<file path="src/rtl/dtw_pkg.sv">
package dtw_pkg;

    localparam int DATA_W = 32;
    localparam int IDX_W  = 3;

    // word indices inside one timer window
    localparam logic [IDX_W-1:0] IDX_RELOAD = 3'd0;
    localparam logic [IDX_W-1:0] IDX_COUNT  = 3'd1;
    localparam logic [IDX_W-1:0] IDX_CTRL   = 3'd2;
    localparam logic [IDX_W-1:0] IDX_ACK    = 3'd3;
    localparam logic [IDX_W-1:0] IDX_RAW    = 3'd4;
    localparam logic [IDX_W-1:0] IDX_MASKED = 3'd5;
    localparam logic [IDX_W-1:0] IDX_SHADOW = 3'd6;

    typedef struct packed {
        logic       run;
        logic       periodic;
        logic       irq_en;
        logic       spare;
        logic [1:0] div_sel;
        logic       wide;
        logic       one_shot;
    } tmr_ctrl_t;

    localparam tmr_ctrl_t CTRL_RESET = 8'h20;

    typedef enum logic [1:0] {
        MODE_FREE,
        MODE_PERIODIC,
        MODE_SINGLE
    } tmr_mode_t;

    function automatic tmr_mode_t mode_of(input tmr_ctrl_t c);
        if (c.one_shot)      return MODE_SINGLE;
        else if (c.periodic) return MODE_PERIODIC;
        else                 return MODE_FREE;
    endfunction

    function automatic logic [DATA_W-1:0] width_mask(input tmr_ctrl_t c);
        return c.wide ? {DATA_W{1'b1}} : {{(DATA_W-16){1'b0}}, 16'hFFFF};
    endfunction

    function automatic logic [7:0] ident_byte(input logic [2:0] idx);
        case (idx)
            3'd0:    return 8'h04;
            3'd1:    return 8'h18;
            3'd2:    return 8'h14;
            3'd3:    return 8'h00;
            3'd4:    return 8'h0D;
            3'd5:    return 8'hF0;
            3'd6:    return 8'h05;
            default: return 8'hB1;
        endcase
    endfunction

endpackage

</file>
<file path="src/rtl/dtw_prescaler.sv">
module dtw_prescaler #(
    parameter int PRE_W = 8
) (
    input  logic       clk,
    input  logic       rst,
    input  logic       clr,
    input  logic       tick_in,
    input  logic [1:0] div_sel,
    output logic       tick_out
);
    logic [PRE_W-1:0] pre_q;
    logic             hit;

    always_comb begin
        case (div_sel)
            2'b01:   hit = (pre_q[3:0] == 4'hF);
            2'b10:   hit = (pre_q == {PRE_W{1'b1}});
            default: hit = 1'b1;
        endcase
        tick_out = tick_in && hit && !clr;
    end

    always_ff @(posedge clk) begin
        if (rst || clr) pre_q <= '0;
        else if (tick_in) pre_q <= pre_q + 1'b1;
    end
endmodule

</file>
<file path="src/rtl/dtw_timer_core.sv">
module dtw_timer_core
    import dtw_pkg::*;
#(
    parameter int PRE_W = 8
) (
    input  logic              clk,
    input  logic              rst,
    input  logic              tick_en,
    input  logic              wr_en,
    input  logic [IDX_W-1:0]  wr_idx,
    input  logic [DATA_W-1:0] wr_data,
    input  logic [IDX_W-1:0]  rd_idx,
    output logic [DATA_W-1:0] rd_data,
    output logic              flag_masked
);
    tmr_ctrl_t         ctrl_q;
    logic [DATA_W-1:0] reload_q, cnt_q, cnt_m, mask;
    logic              raw_q, ptick, load_wr, ctrl_wr, ack_wr, set_flag;
    tmr_mode_t         mode;

    assign mask    = width_mask(ctrl_q);
    assign mode    = mode_of(ctrl_q);
    assign cnt_m   = cnt_q & mask;
    assign load_wr = wr_en && (wr_idx == IDX_RELOAD);
    assign ctrl_wr = wr_en && (wr_idx == IDX_CTRL);
    assign ack_wr  = wr_en && (wr_idx == IDX_ACK);

    dtw_prescaler #(.PRE_W(PRE_W)) u_pre (
        .clk      (clk),
        .rst      (rst),
        .clr      (ctrl_wr || !ctrl_q.run),
        .tick_in  (tick_en),
        .div_sel  (ctrl_q.div_sel),
        .tick_out (ptick)
    );

    assign set_flag = ptick && !load_wr && (cnt_m == {{(DATA_W-1){1'b0}}, 1'b1});

    always_ff @(posedge clk) begin
        if (rst) begin
            ctrl_q   <= CTRL_RESET;
            reload_q <= '0;
            cnt_q    <= '0;
            raw_q    <= 1'b0;
        end else begin
            if (ctrl_wr) ctrl_q <= tmr_ctrl_t'(wr_data[7:0]);
            if (load_wr || (wr_en && wr_idx == IDX_SHADOW)) reload_q <= wr_data;

            if (load_wr) begin
                cnt_q <= wr_data & mask;
            end else if (ptick) begin
                if (cnt_m == '0) begin
                    case (mode)
                        MODE_SINGLE:   cnt_q <= '0;
                        MODE_PERIODIC: cnt_q <= reload_q & mask;
                        default:       cnt_q <= mask;
                    endcase
                end else begin
                    cnt_q <= (cnt_m - 1'b1) & mask;
                end
            end

            if (set_flag)    raw_q <= 1'b1;
            else if (ack_wr) raw_q <= 1'b0;
        end
    end

    assign flag_masked = raw_q && ctrl_q.irq_en;

    always_comb begin
        case (rd_idx)
            IDX_RELOAD, IDX_SHADOW: rd_data = reload_q;
            IDX_COUNT:              rd_data = cnt_m;
            IDX_CTRL:               rd_data = {{(DATA_W-8){1'b0}}, ctrl_q};
            IDX_RAW:                rd_data = {{(DATA_W-1){1'b0}}, raw_q};
            IDX_MASKED:             rd_data = {{(DATA_W-1){1'b0}}, flag_masked};
            default:                rd_data = '0;
        endcase
    end

    // a stopped timer with no register write keeps its count
    a_r3_halt_freezes: assert property (@(posedge clk) disable iff (rst)
        (!ctrl_q.run && !wr_en) |=> $stable(cnt_q));

    // the raw flag only rises together with a zero count
    a_r4_flag_at_zero: assert property (@(posedge clk) disable iff (rst)
        $rose(raw_q) |-> (cnt_m == '0));

    // one-shot mode parks at zero
    a_r5_single_parks: assert property (@(posedge clk) disable iff (rst)
        (mode == MODE_SINGLE && cnt_m == '0 && !load_wr && !ctrl_wr) |=> (cnt_m == '0));

    // acknowledge without a concurrent expiry clears the flag
    a_r7_ack_clears: assert property (@(posedge clk) disable iff (rst)
        (ack_wr && !set_flag) |=> !raw_q);
endmodule

</file>
<file path="src/rtl/dual_timer_wrap.sv">
module dual_timer_wrap
    import dtw_pkg::*;
#(
    parameter int ADDR_W = 12,
    parameter int PRE_W  = 8
) (
    input  logic              clk,
    input  logic              rst,
    input  logic [ADDR_W-1:0] bus_addr,
    input  logic              bus_we,
    input  logic [31:0]       bus_wdata,
    output logic [31:0]       bus_rdata,
    input  logic              tick0_en,
    input  logic              tick1_en,
    output logic              irq_out
);
    localparam int NT = 2;

    logic [NT-1:0]     ticks, flags;
    logic [DATA_W-1:0] trd [NT];
    logic              in_timers, in_ident;

    assign ticks     = {tick1_en, tick0_en};
    assign in_timers = (bus_addr[ADDR_W-1:6] == '0);
    assign in_ident  = (bus_addr[ADDR_W-1:5] == {(ADDR_W-5){1'b1}});

    for (genvar g = 0; g < NT; g++) begin : g_tmr
        dtw_timer_core #(.PRE_W(PRE_W)) u_core (
            .clk         (clk),
            .rst         (rst),
            .tick_en     (ticks[g]),
            .wr_en       (bus_we && in_timers && (bus_addr[5] == g[0])),
            .wr_idx      (bus_addr[4:2]),
            .wr_data     (bus_wdata),
            .rd_idx      (bus_addr[4:2]),
            .rd_data     (trd[g]),
            .flag_masked (flags[g])
        );
    end

    always_comb begin
        if (in_timers)     bus_rdata = trd[bus_addr[5]];
        else if (in_ident) bus_rdata = {24'h0, ident_byte(bus_addr[4:2])};
        else               bus_rdata = '0;
    end

    assign irq_out = |flags;

    // first identification word
    a_r8_ident_first: assert property (@(posedge clk) disable iff (rst)
        (bus_addr == 12'hFE0) |-> (bus_rdata == 32'h04));

    // test-control offsets read zero
    a_r9_test_zero: assert property (@(posedge clk) disable iff (rst)
        (bus_addr == 12'hF00 || bus_addr == 12'hF04) |-> (bus_rdata == '0));
endmodule

</file>
<file path="config.mk">
export PLATFORM = sky130hd
export DESIGN_NAME = dual_timer_wrap
export DESIGN_NICKNAME = d
export VERILOG_FILES = /design/src/rtl/dtw_pkg.sv /design/src/rtl/dtw_prescaler.sv /design/src/rtl/dtw_timer_core.sv /design/src/rtl/dual_timer_wrap.sv
export SDC_FILE = /design/constraint.sdc
export NUM_CORES = 1
export LEC_CHECK = 0
export CAP_MARGIN = 20
export CORE_MARGIN = 2
export CORE_UTILIZATION = 59
export CTS_CLUSTER_DIAMETER = 50
export DETAILED_ROUTE_END_ITERATION = 10
export PLACE_DENSITY_LB_ADDON = 0.08
export SYNTH_ARGS = -nofsm -noshare
export SYNTH_HDL_FRONTEND = slang
export SYNTH_SLANG_ARGS = --single-unit
</file>
<file path="constraint.sdc">
create_clock -name clk -period 3.16 [get_ports clk]
set_clock_uncertainty 0.15 [all_clocks]
set_input_delay 0.316 -clock clk [delete_from_list [all_inputs] [get_ports clk]]
set_output_delay 0.316 -clock clk [all_outputs]
set_load 0.005 [all_outputs]
</file>
### Yosys cells after proc, flatten, opt, wreduce, memory -nomap -nowiden

Cells that the tools add are included.

| cells by class | value |
|---|---|
| reduce and logical (&&, ||, !) cells | 43 |
| multiplexer cells | 28 |
| magnitude comparators | 1 |
| equality and inequality tests | 21 |
| $add $sub $neg | 4 |
| bitwise gates (word level) | 10 |

Operators with widths:

| operator | number |
|---|---|
| $mux 32 | 12 |
| $pmux 32 s5 | 2 |
| $and 32x32->32 | 8 |
| $pmux 32 s2 | 2 |
| $eq 32x1->1 const B | 2 |
| $logic_not 32->1 | 2 |
| $sub 32x1->32 const B | 2 |
| $pmux 8 s7 | 1 |
| $logic_and 1x1->1 | 21 |
| $add 8x1->8 const B | 2 |
| $eq 8x8->1 const B | 2 |
| $eq 3x3->1 const B | 3 |
| $eq 2x1->1 const B | 4 |
| $eq 2x2->1 const B | 4 |
| $eq 4x4->1 const B | 2 |
| $mux 8 | 1 |
| $reduce_bool 2->1 | 4 |
| $eq 7x7->1 const B | 1 |
| $eq 3x2->1 const B | 2 |
| $logic_not 1->1 | 6 |
| $logic_not 6->1 | 1 |
| $logic_or 1x1->1 | 6 |
| $mux 1 | 6 |
| $mux 2 | 2 |
| 7 further kinds | 9 |

| word-level totals | value |
|---|---|
| input port bits | 49 |
| output and inout bits | 33 |
| bits in registers | 162 |
| logic and storage cells | 129 |

### Longest topological paths before layout

Gate-level depths: netlist (run 1).

| logic depth | value |
|---|---|
| depth after elaboration | 10 |
| depth in mapped cells | 10 |
| gate-level depth less buffers | 8 |

### By module

A second synthesis (run 1) with hierarchy kept.

| unflattened totals | value |
|---|---|
| cells, all modules | 1405 |
| area, all modules | 10590.2 um^2 |

By module, submodules not included:

| module | area each (um^2) | cells an instance | times used | seq. area each (um^2) |
|---|---|---|---|---|
| dtw_timer_core (g_tmr[1].u_core) | 4654.5 | 623 | 1 | 1461.4 |
| dtw_timer_core (g_tmr[0].u_core) | 4481.8 | 597 | 1 | 1461.4 |
| dtw_prescaler | 419.2 | 48 | 2 | 160.2 |
| dual_timer_wrap | 615.6 | 89 | 1 | 0.0 |

### Least setup slack after synthesis (run 1)

OpenSTA, ideal clock, no wires.

| timing path | value |
|---|---|
| kind | flip-flop to flip-flop |
| from | reg g_tmr[1].u_core.cnt_q[4] |
| to | reg g_tmr[1].u_core.cnt_q[31] |
| slack | 0.316 ns |
| stages on the path, launching flop included | 10 |
| required time | 2.872 ns |
| data arrival time | 2.556 ns |
| path buffers | 3 |
| period minus slack after synthesis | 2.844 ns |
| library setup time | 0.138 ns |
| cells stage by stage | dfxtp_1 buf_6 or4_4 buf_6 or4_4 buf_6 or3_4 o21a_1 o21ai_1 a41oi_1 |

| on the way | value |
|---|---|
| word-level cells in the longest chain between the ends | 6 |
| elaborated cells between the ends (all ways) | 7 |
| those cells by class | add/sub (1); mux (3); bitwise (2); reduce/logical (1) |

RTL lines:

| what | RTL line | source |
|---|---|---|
| from (decl) | dtw_timer_core.sv:17 | `logic [DATA_W-1:0] reload_q, cnt_q, cnt_m, mask;` |
| from (signal assigned) | dtw_timer_core.sv:50 | `cnt_q <= wr_data & mask;` |
| from (signal assigned) | dtw_timer_core.sv:55 | `MODE_PERIODIC: cnt_q <= reload_q & mask;` |
| from (signal assigned) | dtw_timer_core.sv:56 | `default: cnt_q <= mask;` |
| $and 32x32->32 * | dtw_timer_core.sv:23 | `assign cnt_m = cnt_q & mask;` |
| $sub 32x1->32 | dtw_timer_core.sv:59 | `cnt_q <= (cnt_m - 1'b1) & mask;` |
| $and 32x32->32 | dtw_timer_core.sv:59 |  |
| $mux 32 * | dtw_timer_core.sv:52 | `if (cnt_m == '0) begin` |
| $mux 32 * | dtw_timer_core.sv:51 | `end else if (ptick) begin` |
| $mux 32 * | dtw_timer_core.sv:49 | `if (load_wr) begin` |

Every way passes the cells marked *; elsewhere a longest branch is shown, timed or not. The select of a mux whose other input is x is not followed.
A chain may end at the register's enable or synchronous reset.

### Final worst setup path (run 1)

| timing path | value |
|---|---|
| from | in bus_addr[2] |
| to | out bus_rdata[6] |

| on the way | value |
|---|---|
| word-level cells in the longest chain between the ends | 7 |
| elaborated cells between the ends (all ways) | 16 |
| those cells by class | eq/ne (6); mux (8); reduce/logical (2) |

RTL lines:

| what | RTL line | source |
|---|---|---|
| from (decl) | dual_timer_wrap.sv:9 | `input logic [ADDR_W-1:0] bus_addr,` |
| $eq 3x3->1 or $logic_not 3->1 (tied branches) | dtw_pkg.sv:44, dtw_timer_core.sv:71 |  |
| $reduce_or 2->1 | dtw_timer_core.sv:71 | `case (rd_idx)` |
| $pmux 32 s5 | dtw_timer_core.sv:71 |  |
| $mux 32 (not written as such) (3 in series) | dual_timer_wrap.sv:42 | `if (in_timers) bus_rdata = trd[bus_addr[5]];` |
| $mux 32 * | dual_timer_wrap.sv:42 |  |
| to (decl) | dual_timer_wrap.sv:12 | `output logic [31:0] bus_rdata,` |

Marks and branches as above.

==> results, run 1 <==
- The critical path's largest stage delay is 560 ps.
- The count of inserted antenna diode cells is 0.
- The post-synthesis cell type count is 73.
- In this run, the number of DRC markers left after iteration 0 of detailed routing was 1,579.
- The clock reaches the later pin of the worst-skew pair after 430 ps.
- Counting the fill cells in the layout gives 1,312.
- The max-slew violation total from the final report is 0.
- Detailed placement finished with a half-perimeter wire length of 23,700 um.
- The final-report hold violation count was 0.
- The highest achievable clock rate is 322 MHz.
- The type of element capturing the critical path is an output port.
- Of all cell types, the one taking the most synthesized area is dfxtp_1.
- After synthesis, the share of flip-flops with an asynchronous set or reset is 0%.
- Yosys printed 0 warnings.
- The number of ports placed on the die boundary is 82.
- The total routing resource utilization after global routing is 38.4%.
- After clock tree synthesis, the clock-pin slew on the worst setup and hold paths is 70 ps.
- The maximum level of the CTS H-tree is 4.
- In this run the static leakage power is 3.92 nW.
- The most used flip-flop cell after synthesis is dfxtp_1.
- After clock tree synthesis, the setup repair step added 0 buffers.
- Summing every instance area after synthesis gives 9830 um2.
- Routability-driven placement finished with a final weighted congestion of between 0.9 and 1.
- In the synthesized netlist, the number of instances is 1,333.
- The number of rows in the core area is 47.
- Relative to the synthesized area, the layout overhead comes to 20.1%.
- Max-cap violations in this run came to 0.
- The number of remaining DRC errors is 0.
- The final global-route overflow total is 0.
- The number of sinks driven by the clock tree is 162.
- Setup violations remaining at the end of the flow were counted as 0.
- The multiplexer fraction of the synthesized cell area is 0.548%.
- After detailed routing, the total wire length is 34,000 um.
- The first-pass iteration count of the detailed router is 5.
- After Yosys synthesis, XOR and XNOR cells account for 4.55% of the synthesized area.
- By count the netlist is led by 263 x nand2_1, 162 x dfxtp_1, 146 x a21oi_1, 115 x clkbuf_1, 56 x a22oi_1.
- The number of global-route vias before repair was 9,907.
- The startpoint identified for the worst hold timing path is rst.
- The required time at the endpoint of the critical path is 2690 ps.
- The start of the worst register-to-register path is g_tmr[1].u_core.cnt_q[4]$_SDFFE_PP0P_.
- The worst setup path is launched from a primary input.
- The die is ~130 um wide.
- For the worst setup path, the data arrival time is between 2000 and 3000 ps.
- In this run the remaining antenna-violating nets after routing total 0.
- After synthesis, the largest family of logic cells by area is compound AO/OA/AOI/OAI gates.
- The maximum number of buffers from clock root to sink is 2.
- Input and output buffers added on the ports amount to 79.
- Of all nets on the critical path, the largest fanout is 5.
- Prior to clock tree synthesis, the placed netlist has a worst setup slack of 0.703 ps.
- The number of placed instances, taps included, is roughly 1,600.
- The overall die area is 17,700 um2.
- The final hold slack is 244 ps.
- The flow ran to the end, and the final reports show no timing, DRC or antenna violations.
- Of the total synthesized cell area, the portion taken by AND, OR, NAND and NOR gates is 23.1%.
- Sorting the synthesized cells by area gives the leading types as dfxtp_1 33%, nand2_1 10%, a21oi_1 7.4%.
- The most frequent cell after synthesis is nand2_1.
- The final cell count without fillers is 1,629.
- At the pin with the least slew margin, the transition time is 727 ps.
- The depth of the most critical reg-to-reg path is 6.
- Subtracting the final worst setup slack from the clock period gives 3110 ps.
- The worst register-to-register path ends at g_tmr[1].u_core.cnt_q[25]$_SDFFE_PP0P_.
- The worst reg-to-reg setup slack is 190 ps.
- The highest-delay cell along the critical path is or3b_2.
- The worst hold path endpoint is g_tmr[0].u_core.reload_q[29]$_SDFFE_PP0P_.
- The number of nets in the synthesized netlist is 1,392.
- The worst supply voltage drop on vdd is a little under 0.4 mV.
- The worst setup path is of the in2out kind.
- The worst path meets setup with 54.3 ps of slack.
- Dividing the synthesized area by the synthesized cell count gives 7.37 um2.
- The layout cell share with drive strength beyond 1 is between 10% and 20%.
- Setup repair after global routing could not meet its margin everywhere.
- The floorplan die height is 133 um.
- For this configuration, the core starts out at a cell density of between 50% and 60%.
- In the final design database the tool counted 1,455 nets.
- Of the synthesized area, sequential elements account for 33.0%.
- Of the total synthesized cell area, the portion taken by full adders, half adders and majority gates is 1.27%.
- The most repeated library cell on the critical path is clkdlybuf4s50_1.
- The portion of the clock cycle consumed by the worst path in the final layout is 98.3%.
- The initial antenna violation count is 0.
- The routed layout has 10,806 vias.
- The TritonCTS clock tree is yes.
- The library cell used as clock root buffer is clkbuf_16.
- The maximum number of pins on one net before global-route repair is 49.
- Clock tree synthesis inserted a total of 17 buffers.
- The top cell type by area accounts for 33.0% of the synthesized area.
- In this run, synthesis inferred 0 flip-flops with an integrated enable.
- For this design the ratio of total power to cell area is 380 nW/um2.
- The normalized max-slew margin is 51.1%.
- The compound-gate portion of the synthesized area is a little under a third.
- The first global-routing pass estimated 54,000 um of wire.
- The number of hold buffers added after CTS is 0.
- The total core area is about 16,000 um2.
- The classification of the worst-slack hold path is in2reg.
- The critical path goes through clkdlybuf4s50_1, buf_4, or3b_2, o21ai_0, a221oi_1, o32ai_2, clkdlybuf4s50_1.
- Counting instances, the worst hold path has a depth of 2.
- The via-per-instance ratio is roughly 6.6.
- In the final routed layout, each cell accounts on average for 20.9 um.
- In this run, synthesis produced a sequential element count of approximately 160.
[through the flow]
step / utilization (%) / cell area, um2 / TNS (ps) / total power [mW]
6_report: 71.9 / 11800 / 0 / 4.48
5_1_grt: 71.9 / 11800 / -44.3 / 4.59
4_1_cts: 71.5 / 11700 / 0 / 4.47
3_5_place_dp: 67.8 / 11100 / 0 / 2.40
3_3_place_gp: 67.8 / 11100 / 0 / 2.39
2_1_floorplan: - / 9830 / 0 / 2.21
[worst max-delay path by stage]
stage / end / startpoint / cells past startpoint
floorplan: g_tmr[1].u_core.cnt_q[31]$_SDFFE_PP0P_ / g_tmr[1].u_core.cnt_q[4]$_SDFFE_PP0P_ / 9
detailed placement: bus_rdata[11] / bus_addr[6] / 7
global route: bus_rdata[5] / bus_addr[2] / 9
CTS: bus_rdata[13] / bus_addr[6] / 7
finish: bus_rdata[6] / bus_addr[2] / 7
global placement: bus_rdata[11] / bus_addr[4] / 7
[cell families (layout without fill, tap and decap cells)]
logic type / after synthesis / after routing
compound gates: 449 / 449
xor+xnor: 51 / 51
fa+ha+maj: 10 / 10
buf+inv: 176 / 252
flops: 162 / 162
mux: 5 / 5
simple gates: 480 / 480
[layout by cell type, fill, tap and decap left out, types with 14 or more instances in the layout]
master / n
nor2_1: 51
nand4_1: 19
o21ai_0: 43
dfxtp_1: 162
a21oi_1: 145
clkbuf_16: 17
a22oi_1: 56
nor3_1: 28
xnor2_1: 28
or4_1: 14
clkdlybuf4s50_1: 75
a31oi_1: 37
inv_1: 53
xor2_1: 23
a221oi_1: 45
o211ai_1: 36
buf_4: 82
a211oi_1: 15
nand2_1: 263
[routing by layer]
metal	GRT usage [%]	vias up	part of all wire [%]
met5	0	-	0
met4	12.4	0	2.5
met3	8.20	73	11
met2	56.8	645	43
met1	55.6	5070	43
li1	-	5018	-
[sequential cells by signal, summed over array words and instances (netlist names)]
register / flops
g_tmr.u_core.raw_q: 2
g_tmr.u_core.ctrl_q: 16
g_tmr.u_core.reload_q: 64
g_tmr.u_core.u_pre.pre_q: 16
g_tmr.u_core.cnt_q: 64
[where the power goes]
| part | switching [mW] | leakage [nW] | internal [mW] |
|---|---|---|---|
| logic | 0.203 | 2.34 | 0.124 |
| registers | 0.00103 | 1.30 | 2.04 |
| clock network | 0.910 | 0.281 | 1.20 |
[worst max-delay path, delay by kind of cell]
kind | cells | cell delay [ps]
simple gates | 1 | 560
buf+inv | 3 | 1150
compound gates | 3 | 610
[layout make-up]
| class | count | area, um2 | share of cell area [%] |
|---|---|---|---|
| multi-input combinational | 995 | 5970 | 50.6 |
| sequential | 162 | 3240 | 27.5 |
| timing repair buffer | 167 | 1520 | 12.9 |
| clock buffer | 19 | 443 | 3.75 |
| tap | 220 | 275 | 2.33 |
| inverter | 53 | 199 | 1.69 |
| clock inverter | 13 | 149 | 1.26 |
[timing repair]
item,in CTS,in global routing
pin swaps,0,3
resized for setup,1,17
setup endpoints to repair,1,30
No activity file was read; power rests on OpenSTA's default activity.
==> inputs of run 2 (changes only) <==
--- a/config.mk
+++ b/config.mk
@@ -12,4 +12,5 @@
 export DETAILED_ROUTE_END_ITERATION = 10
 export PLACE_DENSITY_LB_ADDON = 0.08
+export REMOVE_ABC_BUFFERS = 1
 export SYNTH_ARGS = -nofsm -noshare
 export SYNTH_HDL_FRONTEND = slang
==> constraint.sdc (replaced) <==
create_clock -name clk -period 3.16 [get_ports clk]
set_clock_uncertainty 0.15 [all_clocks]
set_input_delay 0.632 -clock clk [delete_from_list [all_inputs] [get_ports clk]]
set_output_delay 0.632 -clock clk [all_outputs]
set_load 0.005 [all_outputs]
==> run 2 against run 1 <==
Net effect: the flow now finishes with violations (setup timing); clock-buffer cell count shrank 1; register-to-register slack about the same; power grew 0.91%; setup slack got worse by 59 ps; global-route usage rose by 3.3 points; sequential power about the same; critical endpoint is now bus_rdata[24]; largest cell class unchanged; largest power group unchanged.
==> results, run 2 (synthesis gave the netlist of run 1 again) <==
- The run finished, with violations left.
- The final reports fail on setup timing.
- The count of buffers inserted at the top-level ports was 79 (unchanged).
- The number of ports placed on the die boundary came to 82 (unchanged).
- The max-slew violation total from the final report came to 0 (unchanged).
- The number of remaining DRC errors is 0 (unchanged).
- The maximum level of the CTS H-tree came to 4 (unchanged).
- The first-pass GRT wire length was 58,000 um (+7.3%).
- The worst reg-to-reg setup slack was 180 ps (about the same).
- The cell area after layout was 12,700 um2 (+7.5%).
- The layout cell share with drive strength beyond 1 is 19.5% (+8.3 points).
- The maximum number of pins on one net before global-route repair was 56 (+14%).
- The largest driver fanout on the critical path came to 15 (+10).
- The max-capacitance violation count came to 0 (unchanged).
- The measured slew at the worst slew-check pin is 839 ps (+113 ps).
- The static leakage power was 4.54 nW (+16%).
- Setup repair after global routing could not meet its margin everywhere.
- The overall die area is 17,700 um2 (unchanged).
- The utilization after layout is 77.3% (+5.4 points).
- In the final layout, the registers with the most flip-flops are g_tmr.u_core.cnt_q (64), g_tmr.u_core.reload_q (64).
- The worst setup slack after layout came to -4.88 ps (-59.2 ps).
- The total power per unit cell area came to 356 nW/um2 (-6.1%).
- The first-iteration detailed-routing DRC count was 1,779 (+13%).
- The post-CTS clock slew at the launch and capture registers of the worst setup and hold paths is 70 ps (about the same).
- The start of the worst register-to-register path is g_tmr[0].u_core.cnt_q[27]$_SDFFE_PP0P_.
- The number of setup violations in the final report is 1 (+1).
- The worst setup path is launched from a primary input.
- The initial antenna violation count came to 0 (unchanged).
- The required time at the endpoint of the critical path was 2380 ps (-310 ps).
- The die outline width is 133 um (unchanged).
- The count of inserted antenna diode cells is 0 (unchanged).
- The number of nets in the layout is 1,533 (+5.4%).
- The final global-route overflow total is 0 (unchanged).
- The total core area is 16,400 um2 (unchanged).
- The endpoint identified for the worst register-to-register timing path is g_tmr[0].u_core.cnt_q[18]$_SDFFE_PP0P_.
- The floorplan die height is 133 um (unchanged).
- The final-layout fill cell count is 1,237 (-5.7%).
- The post-layout minimum cycle time is 3160 ps (+59.2 ps).
- The number of sinks driven by the clock tree is 162 (unchanged).
- The classification of the worst-slack hold path is reg2reg.
- The total routing resource utilization after global routing was 41.6% (+3.3 points).
- Relative to the synthesized area, the layout overhead comes to 29.1%.
- In this run the most critical hold path is launched from g_tmr[1].u_core.reload_q[23]$_SDFFE_PP0P_.
- The total design power was 4.52 mW (+0.91%).
- The post-detailed-routing wire length is 37,200 um (+9.4%).
- The worst supply voltage drop on vdd is 0.416 mV (+6.3%).
- The worst setup path is captured at an output port.
- The total CTS buffers is 17 (unchanged).
- The cell sitting at the root of the clock tree is a clkbuf_16.
- The TritonCTS clock tree is yes.
- The instance count along the most critical hold path was 2 (unchanged).
- The worst endpoint data arrival time is 2380 ps (-260 ps).
- The path type of the worst setup path is in2out.
- The maximum number of buffers from clock root to sink was 2 (unchanged).
- The via-per-instance ratio is 6.74 (+1.6%).
- The worst hold path endpoint is g_tmr[1].u_core.reload_q[23]$_SDFFE_PP0P_.
- The number of rows in the core area is 47 (unchanged).
- The net switching power is 1.19 mW (+6.5%).
- The starting density of the core is 59.9% (unchanged).
- The combinational fraction of design power is 8.5% (+1.2 points).
- The HPWL after detailed placement is 26,000 um (+9.5%).
- The via count was 11,502 (+6.4%).
- The number of hold buffers added after CTS is 0 (unchanged).
- The fraction of power spent switching nets came to 26.3% (+1.4 points).
- The highest achievable clock rate is 316 MHz (-1.9%).
- The first-pass iteration count of the detailed router is 6 (+1).
- The register share of total power is 45.2% (-0.4 points).
- The final estimated routing congestion in global placement was 0.991 (+1.2%).
- The portion of the clock cycle consumed by the worst path in the final layout is 100% (+1.9 points).
- The clock latency on the worst-skew pair is 440 ps (about the same).
- The final-report hold violation count was 0 (unchanged).
- The most frequent standard cell in the layout excluding fill and tap cells is nand2_1.
- The detailed-route wire length per cell is 21.8 um (+4.4%).
- The relative contribution of the clock network to total power came to 46.4% (-0.7 points).
- The antenna violation net count after detailed routing is 0 (unchanged).
- The number of global-route vias before repair is 10,350 (+4.5%).
- The cell-internal power is 3.33 mW (-0.94%).
- The depth of the most critical reg-to-reg path is 7 (+1).
- The cell area after placement is 11,700 um2 (+5.3%).
- The top cell types in the final layout, fill and taps aside, are 263 x nand2_1, 162 x dfxtp_1, 148 x buf_4.
- The normalized max-slew margin was 43.5% (-7.6 points).
## run 2: stage by stage
step	setup slack [ps]	hold WS [ps]	std cells	setup TNS [ps]
detailed placement	-621	307	1664	-25650
global route	-55.4	341	1707	-87.4
CTS	3.29	319	1706	0
finish	-4.88	322	1707	-4.88
global placement	-593	289	1663	-27690
floorplan	-1580	275	1210	-111400
## run 2: worst max path at each step
stage | end | depth (start not counted) | startpoint
5_1_grt | bus_rdata[24] | 9 | bus_addr[4]
2_1_floorplan | g_tmr[0].u_core.reload_q[0]$_SDFFE_PP0P_ | 5 | bus_addr[3]
4_1_cts | bus_rdata[5] | 8 | bus_addr[2]
6_report | bus_rdata[24] | 9 | bus_addr[4]
3_5_place_dp | bus_rdata[0] | 9 | bus_addr[3]
3_3_place_gp | bus_rdata[6] | 6 | bus_addr[3]
## run 2: repair_timing
action,4_1_cts,5_1_grt
gates resized for setup,127,25
buffers inserted,7,1
gates cloned,3,0
setup endpoints to repair,32,23
pin swaps,6,5
## run 2: final cells by class
cell class              instances  area [um2]  share of cell area [%]
multi-input cells             995        6210                    49.0
flip-flops and latches        162        3240                    25.6
repair buffers                245        2170                    17.1
clock buffers                  18         439                    3.46
well taps                     220         275                    2.17
inverters                      53         199                    1.57
clock inverters                14         145                    1.14
## run 2: critical path, stage by stage
cell and delay [ps]:
buf_2 170, xnor2_2 160, nor2b_4 130, buf_4 140
bufbuf_16 290, buf_4 190, a221oi_1 370, nor3_2 80
clkdlybuf4s15_1 220
## run 2: power groups by stage
stage	logic [mW]	registers [mW]	clock network, mW
3_3_place_gp	0.325	2.09	0
4_1_cts	0.357	2.04	2.09
6_report	0.383	2.04	2.10
3_5_place_dp	0.328	2.09	0
2_1_floorplan	0.0788	2.09	0
5_1_grt	0.395	2.04	2.18
## run 2: metal layers
layer | wire (um) | global-route usage (%)
met1 | 15000 | 59.2
met2 | 16100 | 61.5
met3 | 5110 | 11.3
met4 | 1060 | 12.8
met5 | 0 | 0
